==> src/rtl/tick_timer.sv <==
module tick_timer #(
  parameter int CW = 32,
  parameter int AW = 5
) (
  input  logic          clk,
  input  logic          rst_n,
  input  logic          wr_en,
  input  logic [AW-1:0] addr,
  input  logic [31:0]   wdata,
  output logic [31:0]   rdata,
  input  logic [3:0]    src_pulse,
  output logic          irq
);
  localparam logic [AW-1:0] A_GCTL = AW'(5'h00);
  localparam logic [AW-1:0] A_STS  = AW'(5'h04);
  localparam logic [AW-1:0] A_CTL  = AW'(5'h10);
  localparam logic [AW-1:0] A_IVAL = AW'(5'h14);
  localparam logic [AW-1:0] A_CNT  = AW'(5'h18);

  logic          gie_q, sts_q, en_q, rl_q, os_q;
  logic [1:0]    src_q;
  logic [2:0]    div_q;
  logic [6:0]    pre_q;
  logic [CW-1:0] ival_q, cnt_q;

  wire w_gctl = wr_en && addr == A_GCTL;
  wire w_sts  = wr_en && addr == A_STS;
  wire w_ctl  = wr_en && addr == A_CTL;
  wire w_ival = wr_en && addr == A_IVAL;
  wire w_cnt  = wr_en && addr == A_CNT;

  wire [6:0] pre_max = ~(7'h7f << div_q);
  wire       src_hit = src_pulse[src_q];
  wire       tick    = en_q && src_hit && pre_q == pre_max;
  wire       expire  = tick && !rl_q && cnt_q <= CW'(1);

  assign irq = sts_q & gie_q;

  always_ff @(posedge clk or negedge rst_n)
    if (!rst_n)          pre_q <= '0;
    else if (!en_q)      pre_q <= '0;
    else if (src_hit)    pre_q <= tick ? '0 : pre_q + 7'd1;

  always_ff @(posedge clk or negedge rst_n)
    if (!rst_n)          cnt_q <= '0;
    else if (w_cnt)      cnt_q <= wdata[CW-1:0];
    else if (rl_q)       cnt_q <= ival_q;
    else if (expire)     cnt_q <= os_q ? '0 : ival_q;
    else if (tick)       cnt_q <= cnt_q - CW'(1);

  always_ff @(posedge clk or negedge rst_n)
    if (!rst_n) begin
      en_q <= 1'b0; rl_q <= 1'b0; src_q <= '0; div_q <= '0; os_q <= 1'b0;
    end else if (w_ctl) begin
      en_q  <= wdata[0];
      rl_q  <= wdata[1];
      src_q <= wdata[3:2];
      div_q <= wdata[6:4];
      os_q  <= wdata[7];
    end else begin
      rl_q <= 1'b0;
      if (expire && os_q) en_q <= 1'b0;
    end

  always_ff @(posedge clk or negedge rst_n)
    if (!rst_n) begin
      gie_q <= 1'b0; sts_q <= 1'b0; ival_q <= '0;
    end else begin
      if (w_gctl) gie_q <= wdata[0];
      if (w_ival) ival_q <= wdata[CW-1:0];
      if (expire) sts_q <= 1'b1;
      else if (w_sts && wdata[0]) sts_q <= 1'b0;
    end

  always_comb
    case (addr)
      A_GCTL:  rdata = {31'd0, gie_q};
      A_STS:   rdata = {31'd0, sts_q};
      A_CTL:   rdata = {24'd0, os_q, div_q, src_q, rl_q, en_q};
      A_IVAL:  rdata = 32'(ival_q);
      A_CNT:   rdata = 32'(cnt_q);
      default: rdata = '0;
    endcase
endmodule


==> config.mk <==
export PLATFORM = sky130hd
export DESIGN_NAME = tick_timer
export DESIGN_NICKNAME = d
export VERILOG_FILES = /design/src/rtl/tick_timer.sv
export SDC_FILE = /design/constraint.sdc
export NUM_CORES = 1
export LEC_CHECK = 0
export BUFFER_PORTS_ARGS = -buffer_cell sky130_fd_sc_hd__buf_4
export CAP_MARGIN = 20
export CORE_MARGIN = 3
export CORE_UTILIZATION = 60
export DETAILED_ROUTE_END_ITERATION = 16
export GPL_ROUTABILITY_DRIVEN = 0
export GPL_TIMING_DRIVEN = 1
export PLACE_DENSITY = 0.85
export REMOVE_ABC_BUFFERS = 1
export SLEW_MARGIN = 20
export SYNTH_ARGS = -nofsm -noshare
export SYNTH_HDL_FRONTEND = slang
export SYNTH_SLANG_ARGS = --single-unit
==> constraint.sdc <==
create_clock -name clk -period 3.8 [get_ports clk]
set_clock_uncertainty 0.05 [all_clocks]
set_input_delay 0.57 -clock clk [delete_from_list [all_inputs] [get_ports clk]]
set_output_delay 0.57 -clock clk [all_outputs]
set_load 0.02 [all_outputs]
Word-level counts from Yosys, hierarchy flattened
Cells that the tools add are included.
Word-level totals
  input bits: 44
  flip-flop bits (word level): 81
Operators by class
  reduce and logical (&&, ||, !) cells: 16
  $add $sub $neg: 2
  order comparisons: 2
  mux-type cells: 16
  equal/unequal tests: 6
  bitwise logic cells: 2
  shift operators: 1
Operators by type and width (count)
  32-bit 2-to-1 mux: 5
  32-bit case mux with 5 select lines: 1
  32-bit by 1-bit less-or-equal comparator with 1-bit output (second input constant): 1
  32-bit by 1-bit subtractor with 32-bit output (second input constant): 1
  7-bit 2-to-1 mux: 3
  5-bit == test (second input constant): 3
  1-bit logical AND: 11
  7-bit by 1-bit adder with 7-bit output (second input constant): 1
  7-bit == test: 1
  7-bit inverter: 1
  7-bit by 3-bit << shifter with 7-bit output (first input constant): 1
  1-bit 2-to-1 mux: 6
  5-bit by 3-bit == test with 1-bit output (second input constant): 1
  5-bit zero test: 1
  2-bit nonzero test: 2
  4-bit nonzero test: 1
  2-bit by 3-bit less-than comparator with 1-bit output (second input constant): 1
  1-bit binary-select mux with 2-bit select: 1
  2-bit by 1-bit inequality test with 1-bit output (second input constant): 1
  1-bit AND: 1
  1-bit zero test: 1

Logic depth before layout (Yosys ltp)
Gate-level depths: netlist of run 1.
  word-level depth: 9
  mapped depth: 10
  mapped depth without buffers: 9

Worst setup path after synthesis of run 1
Ideal clock, no wire load.
  path kind: input -> output
  start: in addr[1]
  end: out rdata[1]
  slack: 1383 ps
  stages on the path: 6
  arrival time: 1797 ps
  data required time: 3180 ps
  cell sequence: nor3_1 -> and3_1 -> clkbuf_1 -> clkbuf_1 -> a22oi_1 -> nand2_1
Between the ends
  cells in the longest elaborated chain, start to end: 2
Ends and longest elaborated chain
  start, declared: RTL line 8  | input logic [AW-1:0] addr,
  5-bit == test, or another cell as far along: RTL line 76  | case (addr)
  32-bit case mux with 5 select lines *: RTL line 76
  end, declared: RTL line 10  | output logic [31:0] rdata,
Mark *: on every way between the ends. The rest lies on a longest branch, timed or not.

Worst setup path in the final report of run 1
  start: reg div_q[1]
  end: reg cnt_q[30]
Between the ends
  cells in the longest elaborated chain, start to end: 9
Ends and longest elaborated chain
  start, declared: RTL line 22  | logic [2:0] div_q;
  start signal, assigned: RTL line 58  | div_q <= wdata[6:4];
  7-bit by 3-bit << shifter with 7-bit output *: RTL line 32  | wire [6:0] pre_max = ~(7'h7f << div_q);
  7-bit inverter *: RTL line 32
  7-bit == test *: RTL line 34  | wire tick = en_q && src_hit && pre_q == pre_max;
  1-bit logical AND *: RTL line 34
  1-bit logical AND (2 in a row): RTL line 35  | wire expire = tick && !rl_q && cnt_q <= CW'(1);
  32-bit 2-to-1 mux: RTL line 48  | else if (expire) cnt_q <= os_q ? '0 : ival_q;
  32-bit 2-to-1 mux: RTL line 47  | else if (rl_q) cnt_q <= ival_q;
  32-bit 2-to-1 mux: RTL line 46  | else if (w_cnt) cnt_q <= wdata[CW-1:0];
  end signal, assigned: RTL line 46
  end signal, assigned: RTL line 47
  end signal, assigned: RTL line 48
  end, declared: RTL line 24  | logic [CW-1:0] ival_q, cnt_q;
Marked as above.
A chain may end at the register's enable or synchronous reset.

==> results.json, run 1 <==
{
  "outcome": "complete, no violations",
  "synth_edf_count": 0,
  "ios": 77,
  "die_area_sq_um": 9620,
  "p_leak_uw": 0.00257,
  "tritoncts_clock_tree": "done",
  "ys_dominant_reg_cell": "dfrtp_1",
  "clk_transition_reported_paths_ns": 0.08,
  "hp-class": "in -> async",
  "synth.ff_latch_count": 81,
  "h-tree-depth": 3,
  "crit_path_start": "div_q[1]",
  "power.net_switching_uw": 1060,
  "vias": 4809,
  "final_core_utilization": 0.743,
  "vdd_drop_max_v": 0.000365,
  "grt_use_total": 0.297,
  "final_layout_size_suffix_gt1_frac": 0.258,
  "antenna_violations_before_repair": 0,
  "area_contributors_post_synth": "dfrtp_1 (40%), mux2_2 (8.2%), o21ai_0 (4.8%)",
  "cp.required_ns": 3.99,
  "total_routed_length_mm": 14.0,
  "synth-async-reset-ratio": 1.00,
  "portBuffers": 76,
  "viasPerCell": 6.74,
  "grt_first_pass_wirelength_mm": 23.7,
  "report.final.hold_viol_count": 0,
  "critPathKind": "reg -> reg",
  "cp_data_arrival_time_ns": 3.25,
  "clock_tree.root_cell": "clkbuf_8",
  "drt-initial-drc-count": 477,
  "fillCellCount": 594,
  "rr_startpoint": "div_q[1]",
  "fraction_of_power_consumed_by_combinational_cells": 0.256,
  "slew-limit-headroom": 0.337,
  "post-route-drc-count": 0,
  "tritoncts_num_sinks": 81,
  "max_slew.worst_pin.slew_ns": 0.991,
  "timing.critical_path.from_type": "register",
  "routedWlPerCell_um": 19.6,
  "timing_max_transition_violations_final": 0,
  "rows": 32,
  "antenna_cells": 0,
  "netSwitchingFraction": 0.358,
  "seq_area_frac_synth": 0.398,
  "floorplan.initialDensity": 0.639,
  "die_y_um": 98.1,
  "detail-route-antenna-nets": 0,
  "grt_setup_unrepaired": "false",
  "area_growth_syn_to_layout_pct": 16.4,
  "dp_hpwl_mm": 9.79,
  "drt_pass1_iterations": 5,
  "hold_buffers": 0,
  "post-cts-setup-buffers": 0,
  "pwr-share-clk": 0.243,
  "number_of_global_route_vias_before_repair": 4767,
  "clkLatencyLatePin_ns": 0.36,
  "floorplan.core_area_sq_um": 7970,
  "cp-end-kind": "register",
  "cts_inserted_buffers": 9,
  "avgSynthCellArea_sq_um": 9.33,
  "syn_area_sq_um": 5090,
  "post-route-period-util": 0.806,
  "peak_fanout_along_the_critical_path": 14,
  "gr-total-overflow": 0,
  "synthCells": 545,
  "post_cts_resize_count": 0,
  "grt_max_degree": 82,
  "dieWidth_um": 98.1,
  "fmaxAchievable_mhz": 326,
  "synth-warning-count": 0,
  "num-nets-final": 654,
  "intPower_uw": 1900,
  "power.share.sequential": 0.501,
  "clock_tree.buffer_depth": 2,
  "synth.most_common_cell": "dfrtp_1",
  "setup_violations": 0,
  "setup_total_negative_slack_ns": 0,
  "yosys.cell_types.count": 64,
  "synth_top_cell_area_share": 0.398,
  "synth_common_cells": "dfrtp_1 (81), nand2_1 (55), o21ai_0 (49)",
  "synth.largest_area_cell": "dfrtp_1",
  "max_cap_violations": 0,
  "p_per_area_nw_per_um2": 500,
  "final_period_minus_worst_setup_slack_ns": 3.06
}
-- final cells by class --
class | instances | area, sq um | share of cell area
repair buffers | 87 | 657 | 0.111
clock inverters | 2 | 60.1 | 0.0101
multi-input cells | 417 | 2850 | 0.481
inverters | 11 | 41.3 | 0.00697
well taps | 102 | 128 | 0.0216
flip-flops and latches | 81 | 2030 | 0.342
clock buffers | 14 | 163 | 0.0275
-- power by group through the flow --
| stage | registers [uW] | clock network (uW) | logic (uW) |
|---|---|---|---|
| 4_1_cts | 1470 | 721 | 754 |
| 3_5_place_dp | 1480 | 0 | 747 |
| 3_3_place_gp | 1460 | 0 | 716 |
| 2_1_floorplan | 1360 | 0 | 573 |
| 5_1_grt | 1510 | 767 | 858 |
| 6_report | 1480 | 719 | 759 |
-- critical path, stage by stage (launching register included) --
cell and delay [ns]:
dfrtp_1 0.47, or3_1 0.42, a211oi_2 0.21, a21oi_2 0.10
nor4_4 0.74, nor2_1 0.44, a221oi_1 0.37, o21ai_1 0.13
-- metrics by stage --
step	area (sq um)	cells	setup WS, ns	total power, uW	hold WS, ns
3_3_place_gp	5690	698	0.993	2180	0.455
5_1_grt	5920	714	0.537	3140	0.236
6_report	5920	714	0.736	2960	0.192
4_1_cts	5920	714	0.780	2940	0.372
3_5_place_dp	5690	698	0.811	2230	0.464
2_1_floorplan	4910	509	0.793	1940	0.224
-- kinds of logic (layout without fill, tap and decap cells) --
group           Yosys count  count (layout)  share of synthesized area
simple gates            185             185                      0.197
compound gates          166             166                      0.225
flops                    81              81                      0.398
buf+inv                  47             114                     0.0433
mux                      39              39                     0.0883
xor+xnor                 24              24                     0.0413
fa+ha+maj                 3               3                    0.00738
-- cells in the final DEF (no fill, tap or decap), drive strengths merged, types with 5 or more instances in the layout --
| master | n |
|---|---|
| a211oi | 12 |
| a21oi | 19 |
| a221oi | 11 |
| a22o | 25 |
| a22oi | 9 |
| a31oi | 5 |
| and3 | 9 |
| buf | 87 |
| clkbuf | 14 |
| dfrtp | 81 |
| inv | 11 |
| mux2 | 37 |
| nand2 | 55 |
| nand3 | 11 |
| nor2 | 37 |
| nor3 | 21 |
| nor3b | 8 |
| nor4 | 10 |
| o21ai | 54 |
| o22ai | 7 |
| o31ai | 8 |
| or3 | 8 |
| or4 | 5 |
| xnor2 | 13 |
| xor2 | 11 |
-- path summary, 6_finish.rpt --
| path | cells after the start | end | slack, ns |
|---|---|---|---|
| min in group clk | 3 | cnt_q[24] | 0.37 |
| max | 7 | cnt_q[30] | 0.74 |
| max reg2reg | 7 | cnt_q[30] | 0.74 |
| min | 1 | pre_q[3] | 0.19 |
| min reg2reg | 2 | gie_q | 0.48 |
| max in group asynchronous | 1 | cnt_q[22] | 2.99 |
-- registers in the layout (all words and copies together), names as in the netlist --
| register | flops |
|---|---|
| cnt_q | 32 |
| ival_q | 32 |
| pre_q | 7 |
| div_q | 3 |
| src_q | 2 |
| en_q | 1 |
| gie_q | 1 |
| os_q | 1 |
| rl_q | 1 |
| sts_q | 1 |
-- metal layers --
metal,track usage,share of wire,vias to the layer above
li1,-,-,2164
met1,0.408,0.42,2324
met2,0.464,0.47,291
met3,0.0736,0.096,30
met4,0.0990,0.016,0
met5,0,0,-
Power figures use the tool's default switching activity.
==> inputs of run 2 (changes only) <==
- CORE_UTILIZATION: 60 -> 52
- PLACE_DENSITY: 0.85 -> 0.79
- clock period: 3.8 -> 2.73 ns (I/O delays scaled with it)
==> run 2 against run 1 <==
Combinational power up 55%. Utilization down 8.9 points. Power up 40%. Critical path depth unchanged. Sequential cell count unchanged. Design area up 3.6%. Wire length up 3.8%. Clock-buffer cell count down 3. Via count up 0.50%. Worst hold slack better by 0.016 ns. Global-route usage down 3.1 points. Non-clock buffer count up 22.
==> results.json, run 2 (synthesis gave the netlist of run 1 again) <==
{
  "met2RoutedLength_mm": 6.73,
  "max_cap_violations": 0,
  "p_per_area_nw_per_um2": 676,
  "cp.required_ns": 2.95,
  "dpl_worst_slack_ns": 0.105,
  "power.net_switching_uw": 1500,
  "setup_violations": 0,
  "portBuffers": 76,
  "cp_data_arrival_time_ns": 2.81,
  "hold_path_depth": 3,
  "mostFrequentLayoutCells": "buf_4 (107), dfrtp_1 (81), nand2_1 (55), o21ai_0 (48), mux2_2 (37)",
  "h-tree-depth": 3,
  "fraction_of_power_consumed_by_combinational_cells": 0.285,
  "grt_first_pass_wirelength_mm": 23.7,
  "tritoncts_num_sinks": 81,
  "dp_hpwl_mm": 10.3,
  "final_layout_size_suffix_gt1_frac": 0.287,
  "pwr-share-clk": 0.234,
  "num-nets-final": 676,
  "post-cts-setup-buffers": 0,
  "slew-limit-headroom": 0.438,
  "fin_ws_ns": 0.135,
  "die_y_um": 105,
  "die_area_sq_um": 11000,
  "antenna_cells": 0,
  "worst-r2r-cell-count": 7,
  "vdd_drop_max_v": 0.000342,
  "max_slew.worst_pin.slew_ns": 0.839,
  "ios": 77,
  "cts_inserted_buffers": 9,
  "clock_tree.buffer_depth": 2,
  "floorplan.core_area_sq_um": 9370,
  "post-route-drc-count": 0,
  "wirelength_met1_mm": 6.23,
  "clock_tree.root_cell": "clkbuf_8",
  "fmaxAchievable_mhz": 385,
  "antenna_violations_before_repair": 0,
  "timing_max_transition_violations_final": 0,
  "rows": 35,
  "critPathKind": "reg -> reg",
  "gr-total-overflow": 0,
  "vias": 4833,
  "detail-route-antenna-nets": 0,
  "number_of_global_route_vias_before_repair": 4672,
  "viasPerCell": 6.33,
  "cp-end-kind": "register",
  "tritoncts_clock_tree": "done",
  "routed-wl-met3_mm": 1.17,
  "dieWidth_um": 105,
  "netSwitchingFraction": 0.361,
  "final_core_utilization": 0.654,
  "hp-class": "in -> reg",
  "intPower_uw": 2650,
  "timing.critical_path.from_type": "register",
  "outcome": "complete, no violations",
  "drt-initial-drc-count": 422,
  "p_leak_uw": 0.00266,
  "total_routed_length_mm": 14.5,
  "area_growth_syn_to_layout_pct": 20.5,
  "floorplan.initialDensity": 0.543,
  "grt_use_total": 0.266,
  "top_regs": "cnt_q: 32 flops, ival_q: 32 flops, pre_q: 7 flops",
  "drt_pass1_iterations": 5,
  "post-route-period-util": 0.951,
  "clk_transition_reported_paths_ns": 0.09,
  "report.final.hold_viol_count": 0,
  "final_common_cell": "buf_4",
  "grt_setup_unrepaired": "true",
  "highest-signal-layer": "met4",
  "power.share.sequential": 0.481,
  "peak_fanout_along_the_critical_path": 11,
  "clkLatencyLatePin_ns": 0.36,
  "final_period_minus_worst_setup_slack_ns": 2.60,
  "grt_max_degree": 45,
  "routedWlPerCell_um": 19.1
}
-- run 2: power groups by stage --
| stage | clock (uW) | sequential (uW) | combinational (uW) |
|---|---|---|---|
| finish | 971 | 1990 | 1180 |
| global placement | 0 | 1980 | 1110 |
| floorplan | 0 | 1900 | 797 |
| global route | 1020 | 2050 | 1310 |
| CTS | 976 | 1980 | 1170 |
| detailed placement | 0 | 2000 | 1170 |
-- run 2: timing repair --
item,4_1_cts,5_1_grt
endpoints found under the setup margin,0,14
gates resized for setup,0,4
endpoints found under the hold margin,37,0
hold buffers,1,0
-- run 2: per-layer routing --
layer	track usage	up-vias
met2	0.415	257
met4	0.108	0
met3	0.0408	37
met5	0	-
li1	-	2196
met1	0.371	2343
-- run 2: metrics by stage --
| step | hold slack [ns] | power [uW] | instance area [sq um] | TNS, ns | instances |
|---|---|---|---|---|---|
| final | 0.208 | 4150 | 6130 | 0 | 763 |
| after global placement | 0.355 | 3090 | 5900 | 0 | 746 |
| after detailed placement | 0.362 | 3170 | 5900 | 0 | 746 |
| after CTS | 0.204 | 4130 | 6120 | 0 | 763 |
| after floorplan | 0.0639 | 2690 | 4910 | -4.82 | 509 |
| after global routing | 0.205 | 4380 | 6130 | -0.0252 | 763 |
-- run 2: layout make-up --
type                       count  area [sq um]
clock buffer                  11           131
clock inverter                 5          80.1
fill                         783          3240
inverter                      11          41.3
multi-input combinational    417          2860
sequential                    81          2030
tap                          129           161
timing repair buffer         109           833
-- run 2: worst paths after layout --
path	endpoint	startpoint	slack (ns)
worst max-delay path	cnt_q[22]	cnt_q[28]	0.13
worst min-delay path	cnt_q[17]	wdata[17]	0.21
worst max register to register	cnt_q[22]	cnt_q[28]	0.13
worst min register to register	ival_q[9]	ival_q[9]	0.50
max in group asynchronous	cnt_q[22]	rst_n	1.50
min in group asynchronous	pre_q[2]	rst_n	0.50
-- run 2: worst max-delay path, cell delays in order (launching register included) --
cell	delay (ns)
dfrtp_1	0.43
or4_4	0.55
nor4_4	0.24
nand3_2	0.24
nor4_4	0.33
a21o_2	0.34
a211oi_1	0.12
o22ai_1	0.20
==> inputs of run 3 (changes only) <==
- CORE_UTILIZATION: 52 -> 40
- PLACE_DENSITY: 0.79 -> 0.64
==> run 3 against run 2 <==
Register-to-register slack hardly changed. Maximum frequency hardly changed. Final cell count is 4.7% higher. Power is 4.5% higher. Via count is 3.6% lower. Combinational power is 5% lower. Sequential power hardly changed.
==> results.json, run 3 (synthesis gave the netlist of run 1 again) <==
{
  "outcome": "complete, no violations",
  "gr-total-overflow": 0,
  "p_per_area_nw_per_um2": 692,
  "grt_first_pass_wirelength_mm": 25.1,
  "dpl_worst_slack_ns": -0.145,
  "top_regs": "cnt_q: 32 flops, ival_q: 32 flops, pre_q: 7 flops",
  "detail-route-antenna-nets": 0,
  "clock_tree.buffer_depth": 2,
  "clkLatencyLatePin_ns": 0.35,
  "critPathKind": "reg -> reg",
  "ios": 77,
  "final_layout_size_suffix_gt1_frac": 0.287,
  "final_period_minus_worst_setup_slack_ns": 2.59,
  "cpMaxStageDelayCell": "nor4_2",
  "clock_tree.root_cell": "clkbuf_16",
  "peak_fanout_along_the_critical_path": 5,
  "post-route-period-util": 0.950,
  "intPower_uw": 2840,
  "hp-class": "in -> async",
  "pwr-share-clk": 0.276,
  "fin_ws_ns": 0.137,
  "post-route-drc-count": 0,
  "fraction_of_power_consumed_by_combinational_cells": 0.259,
  "cp_data_arrival_time_ns": 2.79,
  "timing.critical_path.from_type": "register",
  "routedWlPerCell_um": 18.9,
  "floorplan.core_area_sq_um": 12200,
  "total_routed_length_mm": 15.1,
  "seqCellArea_sq_um": 2030,
  "number_of_global_route_vias_before_repair": 4681,
  "antenna_cells": 0,
  "max_slew.worst_pin.slew_ns": 0.783,
  "floorplan.initialDensity": 0.417,
  "power.share.sequential": 0.465,
  "dp_hpwl_mm": 10.5,
  "critical_path.n_buffers_inverters": 0,
  "die_area_sq_um": 14100,
  "antenna_violations_before_repair": 0,
  "placement.cell_area_sq_um": 5930,
  "rows": 40,
  "area_growth_syn_to_layout_pct": 23.0,
  "mostFrequentLayoutCells": "buf_4 (104), dfrtp_1 (81), nand2_1 (55), o21ai_0 (49), mux2_2 (37)",
  "clk_transition_reported_paths_ns": 0.06,
  "stdcell_area_sq_um": 6260,
  "tritoncts_num_sinks": 81,
  "h-tree-depth": 3,
  "multi_input_logic_area_sq_um": 2880,
  "hold_buffers": 0,
  "fillCellCount": 1190,
  "fmaxAchievable_mhz": 386,
  "netSwitchingFraction": 0.345,
  "die_y_um": 119,
  "viasPerCell": 5.83,
  "cp-end-kind": "register",
  "p_leak_uw": 0.00271,
  "grt_max_degree": 82,
  "final_core_utilization": 0.513,
  "num-nets-final": 673,
  "vias": 4659,
  "max_stage_delay_ns": 0.49,
  "cp.required_ns": 2.93,
  "drt-initial-drc-count": 430,
  "cts_inserted_buffers": 9,
  "max_cap_violations": 0,
  "report.final.hold_viol_count": 0,
  "path_cells": "nor4_2, nand4_2, or2_4, or4_1, a31oi_1, a21oi_1, o31ai_1",
  "cpLargestDelayFamily": "simple AND/OR/NAND/NOR gates",
  "dieWidth_um": 119,
  "drt_pass1_iterations": 5,
  "tritoncts_clock_tree": "done",
  "power.net_switching_uw": 1500,
  "timing_max_transition_violations_final": 0,
  "vdd_drop_max_v": 0.000419,
  "portBuffers": 76,
  "post-cts-setup-buffers": 0,
  "final_common_cell": "buf_4",
  "grt_use_total": 0.221,
  "worst_hold_slack_ns": 0.0446,
  "slew-limit-headroom": 0.478,
  "setup_violations": 0
}
run 3: cell types whose count changed in the layout (fill, tap and decap cells not counted), sizes merged:
| cell | delta |
|---|---|
| clkbuf | +3 |
| buf | -2 |
| dlygate4sd3 | -1 |
| clkinv | +1 |
| clkinvlp | -2 |
| bufinv | -2 |
run 3: path summary, 6_finish.rpt:
kind	from	endpoint	slack, ns	cells after the start
worst max register to register	cnt_q[16]	cnt_q[24]	0.14	7
max in group asynchronous	rst_n	ival_q[9]	2.02	1
worst min-delay path	rst_n	pre_q[3]	0.04	1
worst min register to register	ival_q[0]	ival_q[0]	0.48	2
min in group clk	wdata[31]	cnt_q[31]	0.23	3
worst max-delay path	cnt_q[16]	cnt_q[24]	0.14	7
run 3: layout make-up:
| cell class | instances | area share |
|---|---|---|
| repair buffers | 106 | 0.130 |
| flip-flops and latches | 81 | 0.324 |
| well taps | 168 | 0.0336 |
| inverters | 11 | 0.00660 |
| clock buffers | 14 | 0.0454 |
| clock inverters | 2 | 0.00160 |
| multi-input cells | 417 | 0.459 |
run 3: power by group through the flow:
stage	combinational, uW	clock [uW]	sequential [uW]
2_1_floorplan	797	0	1900
3_3_place_gp	1090	0	2010
4_1_cts	1120	1220	2010
6_report	1120	1200	2010
5_1_grt	1270	1270	2080
3_5_place_dp	1110	0	2020
run 3: worst reg2reg max path, cell delays in order, from the launching register on:
cell,delay (ns)
dfrtp_1,0.46
nor4_2,0.49
nand4_2,0.21
or2_4,0.32
or4_1,0.48
a31oi_1,0.23
a21oi_1,0.06
o31ai_1,0.19
run 3: metal layers:
metal	vias up	share of wire	track usage
li1	2199	-	-
met1	2281	0.45	0.301
met2	155	0.47	0.341
met3	24	0.059	0.0522
met4	0	0.016	0.0833
met5	-	0	0
run 3: per-stage QoR:
| step | std cells | TNS (ns) | power (uW) |
|---|---|---|---|
| 2_1_floorplan | 509 | -4.82 | 2690 |
| 3_3_place_gp | 783 | -0.0274 | 3090 |
| 3_5_place_dp | 783 | -0.753 | 3140 |
| 4_1_cts | 799 | 0 | 4350 |
| 5_1_grt | 799 | -0.00701 | 4620 |
| 6_report | 799 | 0 | 4330 |
run 3: repair_timing:
action,CTS,global route
resized for setup,1,4
setup endpoints to repair,7,15
pin swaps,0,0
gates cloned,0,0
